==> config.mk <==
export PLATFORM = sky130hd
export DESIGN_NAME = usbhs_mode_det
export DESIGN_NICKNAME = d
export VERILOG_FILES = /design/src/rtl/usbhs_det_pkg.sv /design/src/rtl/usbhs_se0_timer.sv /design/src/rtl/usbhs_chirp_timer.sv /design/src/rtl/usbhs_mode_det.sv
export SDC_FILE = /design/constraint.sdc
export NUM_CORES = 1
export LEC_CHECK = 0
export ABC_AREA = 1
export BUFFER_PORTS_ARGS = -buffer_cell sky130_fd_sc_hd__buf_2
export CORE_ASPECT_RATIO = 2
export CORE_MARGIN = 4
export CORE_UTILIZATION = 59
export DETAILED_ROUTE_END_ITERATION = 16
export HOLD_SLACK_MARGIN = 0.12
export PLACE_DENSITY = 0.83
export SYNTH_ARGS = -nofsm -noshare
export SYNTH_HDL_FRONTEND = slang
export SYNTH_SLANG_ARGS = --single-unit
==> constraint.sdc <==
create_clock -name clk -period 2.43 [get_ports clk]
set_input_delay 0.243 -clock clk [delete_from_list [all_inputs] [get_ports clk]]
set_output_delay 0.243 -clock clk [all_outputs]
set_load 0.01 [all_outputs]
==> src/rtl/usbhs_det_pkg.sv <==
package usbhs_det_pkg;

    typedef enum logic [2:0] {
        ST_UNATT   = 3'd0,
        ST_ATTACH  = 3'd1,
        ST_BUSRST  = 3'd2,
        ST_CHIRP_J = 3'd3,
        ST_CHIRP_K = 3'd4,
        ST_WAIT_SQ = 3'd5,
        ST_HIGH    = 3'd6,
        ST_FIXTURE = 3'd7
    } hsd_state_e;

    typedef struct packed {
        hsd_state_e state;
        logic       conn;
        logic       hs;
        logic       comp;
    } hsd_ctrl_t;

endpackage

==> src/rtl/usbhs_se0_timer.sv <==
module usbhs_se0_timer #(
    parameter int LIMIT = 2500
) (
    input  logic clk,
    input  logic rst_n,
    input  logic se0,
    input  logic tick,
    output logic long_se0
);
    localparam int W = $clog2(LIMIT + 1);
    localparam logic [W-1:0] LIM_C = W'(LIMIT);

    logic [W-1:0] cnt_d, cnt_q;

    always_comb begin
        cnt_d = cnt_q;
        if (!se0) begin
            cnt_d = '0;
        end else if (tick && (cnt_q != LIM_C)) begin
            cnt_d = cnt_q + W'(1);
        end
    end

    always_ff @(posedge clk or negedge rst_n) begin
        if (!rst_n) cnt_q <= '0;
        else        cnt_q <= cnt_d;
    end

    assign long_se0 = (cnt_q == LIM_C);

    AST_SE0_CLEAR: assert property (@(posedge clk) disable iff (!rst_n)
        !se0 |=> !long_se0);

endmodule

==> src/rtl/usbhs_chirp_timer.sv <==
module usbhs_chirp_timer #(
    parameter int MIN_TICKS = 18,
    parameter int MAX_TICKS = 128
) (
    input  logic clk,
    input  logic rst_n,
    input  logic clr,
    input  logic inc,
    output logic in_window,
    output logic overrun
);
    localparam int SAT = MAX_TICKS + 1;
    localparam int W   = $clog2(SAT + 1);
    localparam logic [W-1:0] MIN_C = W'(MIN_TICKS);
    localparam logic [W-1:0] MAX_C = W'(MAX_TICKS);
    localparam logic [W-1:0] SAT_C = W'(SAT);

    logic [W-1:0] cnt_d, cnt_q;

    always_comb begin
        cnt_d = cnt_q;
        if (clr) begin
            cnt_d = inc ? W'(1) : '0;
        end else if (inc && (cnt_q != SAT_C)) begin
            cnt_d = cnt_q + W'(1);
        end
    end

    always_ff @(posedge clk or negedge rst_n) begin
        if (!rst_n) cnt_q <= '0;
        else        cnt_q <= cnt_d;
    end

    assign in_window = (cnt_q >= MIN_C) && (cnt_q <= MAX_C);
    assign overrun   = (cnt_q > MAX_C);

    AST_CNT_MONOTONIC: assert property (@(posedge clk) disable iff (!rst_n)
        !$past(clr) |-> (cnt_q >= $past(cnt_q)));

endmodule

==> src/rtl/usbhs_mode_det.sv <==
module usbhs_mode_det
    import usbhs_det_pkg::*;
#(
    parameter int SE0_RESET_US = 2500,
    parameter int CHIRP_MIN_US = 18,
    parameter int CHIRP_MAX_US = 128
) (
    input  logic clk,
    input  logic rst_n,
    input  logic cfg_hold,
    input  logic tick_us,
    input  logic pullup_det,
    input  logic disconnect_det,
    input  logic line_j,
    input  logic line_k,
    input  logic line_se0,
    input  logic squelch,
    input  logic fixture_det,
    input  logic test_pkt_seen,
    output logic conn_flag,
    output logic hs_flag,
    output logic comp_en
);

    hsd_ctrl_t ctl_d, ctl_q;
    logic      long_se0;
    logic      tmr_clr, tmr_inc;
    logic      tmr_in_win, tmr_over;

    usbhs_se0_timer #(
        .LIMIT(SE0_RESET_US)
    ) u_se0 (
        .clk     (clk),
        .rst_n   (rst_n),
        .se0     (line_se0),
        .tick    (tick_us),
        .long_se0(long_se0)
    );

    usbhs_chirp_timer #(
        .MIN_TICKS(CHIRP_MIN_US),
        .MAX_TICKS(CHIRP_MAX_US)
    ) u_chirp (
        .clk      (clk),
        .rst_n    (rst_n),
        .clr      (tmr_clr),
        .inc      (tmr_inc),
        .in_window(tmr_in_win),
        .overrun  (tmr_over)
    );

    always_comb begin
        ctl_d   = ctl_q;
        tmr_clr = 1'b0;
        tmr_inc = 1'b0;

        case (ctl_q.state)
            ST_UNATT: begin
                if (fixture_det) begin
                    ctl_d.state = ST_FIXTURE;
                end else if (pullup_det) begin
                    ctl_d.state = ST_ATTACH;
                    ctl_d.conn  = 1'b1;
                end
            end
            ST_ATTACH: begin
                if (long_se0) ctl_d.state = ST_BUSRST;
            end
            ST_BUSRST: begin
                if (line_j) begin
                    ctl_d.state = ST_CHIRP_J;
                    tmr_clr     = 1'b1;
                    tmr_inc     = tick_us;
                end
            end
            ST_CHIRP_J: begin
                if (line_j) begin
                    tmr_inc = tick_us;
                    if (tmr_over) ctl_d.state = ST_ATTACH;
                end else if (line_k && tmr_in_win) begin
                    ctl_d.state = ST_CHIRP_K;
                    tmr_clr     = 1'b1;
                    tmr_inc     = tick_us;
                end else begin
                    ctl_d.state = ST_ATTACH;
                end
            end
            ST_CHIRP_K: begin
                if (line_k) begin
                    tmr_inc = tick_us;
                    if (tmr_over) ctl_d.state = ST_ATTACH;
                end else if (tmr_in_win) begin
                    ctl_d.state = ST_WAIT_SQ;
                end else begin
                    ctl_d.state = ST_ATTACH;
                end
            end
            ST_WAIT_SQ: begin
                if (line_j) begin
                    ctl_d.state = ST_ATTACH;
                end else if (squelch) begin
                    ctl_d.state = ST_HIGH;
                end else if (long_se0) begin
                    ctl_d.state = ST_BUSRST;
                end
            end
            ST_HIGH: begin
                if (long_se0) ctl_d.state = ST_BUSRST;
            end
            ST_FIXTURE: begin
                if (test_pkt_seen) ctl_d.state = ST_HIGH;
            end
            default: begin
                ctl_d.state = ST_UNATT;
            end
        endcase

        if (disconnect_det || cfg_hold) begin
            ctl_d.state = ST_UNATT;
            tmr_clr     = 1'b1;
            tmr_inc     = 1'b0;
        end

        if (ctl_d.state == ST_UNATT || ctl_d.state == ST_FIXTURE) begin
            ctl_d.conn = 1'b0;
        end
        ctl_d.hs   = (ctl_d.state == ST_HIGH);
        ctl_d.comp = ctl_d.hs;
    end

    always_ff @(posedge clk or negedge rst_n) begin
        if (!rst_n) begin
            ctl_q.state <= ST_UNATT;
            ctl_q.conn  <= 1'b0;
            ctl_q.hs    <= 1'b0;
            ctl_q.comp  <= 1'b0;
        end else begin
            ctl_q <= ctl_d;
        end
    end

    assign conn_flag = ctl_q.conn;
    assign hs_flag   = ctl_q.hs;
    assign comp_en   = ctl_q.comp;

    AST_CONN_RISE: assert property (@(posedge clk) disable iff (!rst_n)
        $rose(conn_flag) |-> $past(pullup_det));

    AST_HS_ENTRY: assert property (@(posedge clk) disable iff (!rst_n)
        $rose(hs_flag) |-> ($past(squelch) || $past(test_pkt_seen)));

    AST_DISCON_CLEARS: assert property (@(posedge clk) disable iff (!rst_n)
        disconnect_det |=> (!conn_flag && !hs_flag && !comp_en));

    AST_CFG_IDLE: assert property (@(posedge clk) disable iff (!rst_n)
        cfg_hold |=> (!conn_flag && !hs_flag && !comp_en));

    AST_HS_DROP: assert property (@(posedge clk) disable iff (!rst_n)
        $fell(hs_flag) |-> ($past(disconnect_det) || $past(cfg_hold) || $past(long_se0)));

    AST_RESET_QUIET: assert property (@(posedge clk)
        !rst_n |-> (!conn_flag && !hs_flag && !comp_en));

endmodule

## After elaboration in Yosys (flattened, before gate mapping)

Cells that the tools add are included.

| word-level totals | value |
|---|---|
| word-level logic and storage cells | 70 |
| input bits | 12 |
| output and inout bits | 3 |
| bits in registers | 25 |

| operators by class | value |
|---|---|
| eq/ne operators | 14 |
| add/subtract/negate cells | 2 |
| $lt $le $gt $ge | 3 |
| reductions and logical operators | 13 |
| mux-type cells | 33 |

Operator list:

| operator | number |
|---|---|
| $mux 3 | 12 |
| $mux 12 | 2 |
| $pmux 3 s7 | 1 |
| $eq 3x3->1 const B | 6 |
| $mux 8 | 2 |
| $mux 1 | 13 |
| $add 12x1->12 const B | 1 |
| $eq 12x12->1 const B | 1 |
| $ne 12x12->1 const B | 1 |
| $add 8x1->8 const B | 1 |
| $ge 8x5->1 const B | 1 |
| $gt 8x8->1 const B | 1 |
| $le 8x8->1 const B | 1 |
| $ne 8x8->1 const B | 1 |
| $eq 3x2->1 const B | 2 |
| $logic_not 3->1 | 2 |
| $reduce_bool 2->1 | 3 |
| $logic_and 1x1->1 | 4 |
| $mux 4 | 1 |
| $ne 2x1->1 const B | 2 |
| $eq 3x1->1 const B | 1 |
| $pmux 1 s3 | 1 |
| $reduce_and 3->1 | 1 |
| $logic_or 1x1->1 | 2 |
| 2 further kinds | 2 |

## Logic depth before layout (Yosys ltp)

| logic depth | value |
|---|---|
| depth after elaboration | 11 |
| depth in mapped cells | 15 |
| depth with buffers taken out | 15 |

## Hierarchy

A second synthesis with hierarchy kept.

| unflattened totals | value |
|---|---|
| cell total of the unflattened synthesis | 299 |
| area total of the unflattened synthesis | 1,975.6 sq um |

Modules (own cells, without submodules):

| module | cells an instance | area an instance (sq um) | instances |
|---|---|---|---|
| usbhs_se0_timer | 124 | 844.6 | 1 |
| usbhs_chirp_timer | 89 | 615.6 | 1 |
| usbhs_mode_det | 86 | 515.5 | 1 |

## Least setup slack after synthesis

OpenSTA, ideal clock, no wires.

| timing path | value |
|---|---|
| path kind | reg-to-reg |
| from | register u_chirp.cnt_q[0] |
| to | register u_chirp.cnt_q[5] |
| path slack | 0.722 ns |
| stages on the path, launching flop included | 14 |
| library setup time | 0.119 ns |
| period minus slack after synthesis | 1.708 ns |
| buffers on the path | 1 |
| data required time | 2.311 ns |
| arrival | 1.589 ns |
| cells stage by stage | dfrtp_1 -> inv_1 -> ha_1 -> nor2_1 -> nand2_1 -> nand2_1 -> nand2_1 -> nand4_1 -> nand3_2 -> inv_2 -> nand2_4 -> buf_8 -> nand2_1 -> o21ai_2 |

| on the way | value |
|---|---|
| word-level cells in the longest chain between the ends | 9 |
| elaborated cells on any way between the ends | 18 |

Ends and longest elaborated chain:

| element | line | RTL |
|---|---|---|
| start: declaration | usbhs_chirp_timer.sv:18 | `logic [W-1:0] cnt_d, cnt_q;` |
| start signal: assignment | usbhs_chirp_timer.sv:31 | `else cnt_q <= cnt_d;` |
| $ge 8x5->1 / $le 8x8->1 (equally long branches) | usbhs_chirp_timer.sv:34 | `assign in_window = (cnt_q >= MIN_C) && (cnt_q <= MAX_C);` |
| $logic_and 1x1->1 | usbhs_chirp_timer.sv:34 |  |
| $logic_and 1x1->1 | usbhs_mode_det.sv:80 | `end else if (line_k && tmr_in_win) begin` |
| $mux 1 | usbhs_mode_det.sv:80 |  |
| $mux 1 | usbhs_mode_det.sv:77 | `if (line_j) begin` |
| $pmux 1 s3 | usbhs_mode_det.sv:57 | `case (ctl_q.state)` |
| $mux 1 | usbhs_mode_det.sv:118 | `if (disconnect_det \|\| cfg_hold) begin` |
| $logic_and 1x1->1 | usbhs_chirp_timer.sv:24 | `end else if (inc && (cnt_q != SAT_C)) begin` |
| $reduce_bool 2->1 (no line) | n/a |  |

Several ways; a longest one is shown, not always the timed one. The select of a mux whose other input is x is not followed.
A chain may end at the register's enable or synchronous reset.

## Worst setup path in the final report

| timing path | value |
|---|---|
| from | register u_chirp.cnt_q[0] |
| to | register u_chirp.cnt_q[2] |

The elaborated chain is that of the path after synthesis.

==> flow_metrics.env <==
export IMPL_grt_use_total=0.223
export IMPL_final_common_cell="nand2_1"
export IMPL_arrival_ps=2090
export IMPL_slew_headroom=0.626
export IMPL_area_growth_pct=7.98
export IMPL_max_vdd_ir_drop_v=0.000489
export IMPL_min_path_type="input pin to flop"
export IMPL_clock_sinks=25
export IMPL_ys_seq_area_frac=0.359
export IMPL_final_cell_mix="nand2_1 (68), inv_1 (43), nor2_1 (37)"
export IMPL_critPathRequiredTime_ps=2590
export IMPL_ys_types=25
export IMPL_antenna_found_initial=0
export IMPL_syn_nets=277
export IMPL_finalSetupViolCount=0
export IMPL_worst_pin_slew_ps=562
export IMPL_grt_ovfl_total=0
export IMPL_grt_pass1_wl_mm=6.51
export IMPL_vias=1660
export IMPL_crit_path_top_delay_cell="dfrtp_1"
export IMPL_fin_nets=294
export IMPL_first_iter_violations=68
export IMPL_ctsLongestPathBuffers=2
export IMPL_timing_fmax_mhz=519
export IMPL_critical_path_class="flop to flop"
export IMPL_drt_wl_total_mm=3.87
export IMPL_dieArea_mm2=0.00394
export IMPL_clk_pin_slew_ps=90
export IMPL_grt_pass1_vias=1565
export IMPL_root_buffer="clkbuf_8"
export IMPL_fin_crit_sh=0.793
export IMPL_path_delay_family="simple AND/OR/NAND/NOR gates"
export IMPL_wl_per_cell_um=12.7
export IMPL_num_rows=27
export IMPL_htreeDepth=1
export IMPL_fin_setup_tns_ps=0
export IMPL_ys_ff_latch=25
export IMPL_endpoint_kind="flop"
export IMPL_antennaDiodeCount=0
export IMPL_maxCapViolations=0
export IMPL_fp_dieW_um=46.4
export IMPL_final_max_slew_viol_count=0
export IMPL_synthCells=260
export IMPL_finalHoldViolCount=0
export IMPL_rsz0062_at_grt="no"
export IMPL_grt_max_degree=26
export IMPL_power_density_mw_per_mm2=465
export IMPL_crit_buf_inv=2
export IMPL_finalClockSkew_ps=5.32
export IMPL_p_leak_nw=0.990
export IMPL_drive_above_1_share=0.0978
export IMPL_clock_latency_ps=270
export IMPL_design_core_area_mm2=0.00280
export IMPL_crit_top_cell="nand2_1"
export IMPL_ys_warn_count=0
export IMPL_gp_congestion=0.907
export IMPL_start_util=0.621
export IMPL_die_height_um=84.8
export IMPL_cts_setup_buffers=0
export IMPL_viasPerCell=5.44
export IMPL_dp_cells=300
export IMPL_path_max_fanout=15
export IMPL_drtPass1Iterations=4
export IMPL_period_needed_ps=1930
export IMPL_syn_area_mm2=0.00174
export IMPL_outcome="complete, no violations"
export IMPL_io_pins=15
export IMPL_cp_start_kind="flop"
export IMPL_cts_made_buffers=3
export IMPL_slowest_delay_ps=430
export IMPL_portBuffers=14
export IMPL_cp_cell_sequence="inv_1 -> ha_1 -> nor2_1 -> nand2_1 -> nand2_1 -> nand2_1 -> nand4_1 -> nand3_2 -> inv_2 -> nand2_4 -> nand2_1 -> o21ai_0"
export IMPL_dp_hpwl_mm=3.03
export IMPL_drc=0
export IMPL_synth_avg_cell_area_um2=6.69
export IMPL_cts_tree="yes"
export IMPL_fin_cells=305
export IMPL_antenna_left=0
[per-stage QoR]
stage	power (W)	setup slack (ps)	utilization	area, um2	hold slack, ps
4_1_cts	0.000879	499	0.670	1880	260
3_5_place_dp	0.000623	515	0.649	1820	273
6_report	0.000873	503	0.670	1880	261
2_1_floorplan	0.000575	722	-	1740	-52.6
5_1_grt	0.000925	242	0.670	1880	283
3_3_place_gp	0.000621	559	0.649	1820	273
[registers in the layout (all words and copies together) (netlist names)]
register,cells
u_se0.cnt_q,12
ctl_q,3
u_chirp.cnt_q,8
comp_en,1
conn_flag,1
[what timing repair did]
item,4_1_cts,5_1_grt
gates resized for setup,0,0
hold buffers,1,0
endpoints found under the hold margin,25,0
[worst reg2reg max path: stages, from the launching register on]
cell and delay [ps]:
dfrtp_1 430, inv_1 120, ha_1 210, nor2_1 90, nand2_1 50, nand2_1 80, nand2_1 100, nand4_1 120
nand3_2 170, inv_2 140, nand2_4 120, nand2_1 100, o21ai_0 80
[logic make-up after synthesis]
kind of cell             synth area share
buffers and inverters               0.112
AND/OR/NAND/NOR                     0.354
adder cells (fa/ha/maj)            0.0359
AO/OA/AOI/OAI                       0.114
XOR/XNOR                           0.0252
flip-flops                          0.359
[power by group]
part | total, W | switching, W | leakage [nW] | internal (W)
clock network | 0.000255 | 0.000139 | 0.0217 | 0.000116
registers | 0.000445 | 0.0000164 | 0.345 | 0.000429
logic | 0.000172 | 0.000114 | 0.624 | 0.0000585
total | 0.000873 | 0.000269 | 0.990 | 0.000604
[area by class of cell]
class | count | area (um2)
fill | 255 | 925
multi-input combinational | 187 | 920
sequential | 25 | 626
inverter | 45 | 169
timing repair buffer | 15 | 80.1
clock buffer | 3 | 41.3
tap | 29 | 36.3
clock inverter | 1 | 7.51
[worst paths after layout]
kind                             startpoint          endpoint  slack, ps  depth (start not counted)
max in group asynchronous             rst_n         conn_flag       1570                          2
max reg2reg                u_chirp.cnt_q[0]  u_chirp.cnt_q[2]        500                         12
min in group asynchronous             rst_n  u_chirp.cnt_q[1]        490                          2
min                                line_se0    u_se0.cnt_q[6]        260                          3
max                        u_chirp.cnt_q[0]  u_chirp.cnt_q[2]        500                         12
min reg2reg                 u_se0.cnt_q[11]   u_se0.cnt_q[11]        470                          1
[synth_stat cells (all sizes together)]
cell type	n	share of area
o21ai	15	0.047
buf	2	0.013
a21oi	11	0.032
nand4	7	0.025
a211oi	3	0.013
dfrtp	25	0.36
clkbuf	1	0.0022
inv	45	0.097
nor2	39	0.087
ha	5	0.036
nand3	20	0.063
o21a	2	0.0086
o211ai	1	0.0043
nor4	1	0.0036
nor3	6	0.017
a21o	2	0.0086
nand3b	1	0.0043
xor2	5	0.025
nand2	69	0.15
[metal layers]
layer / wire length, um / GRT usage / vias up
met5: 0 / 0 / -
met4: 133 / 0.0959 / 0
met3: 105 / 0.0276 / 12
met2: 2190 / 0.420 / 29
met1: 1440 / 0.223 / 762
li1: - / - / 857
Power figures use the tool's default switching activity.
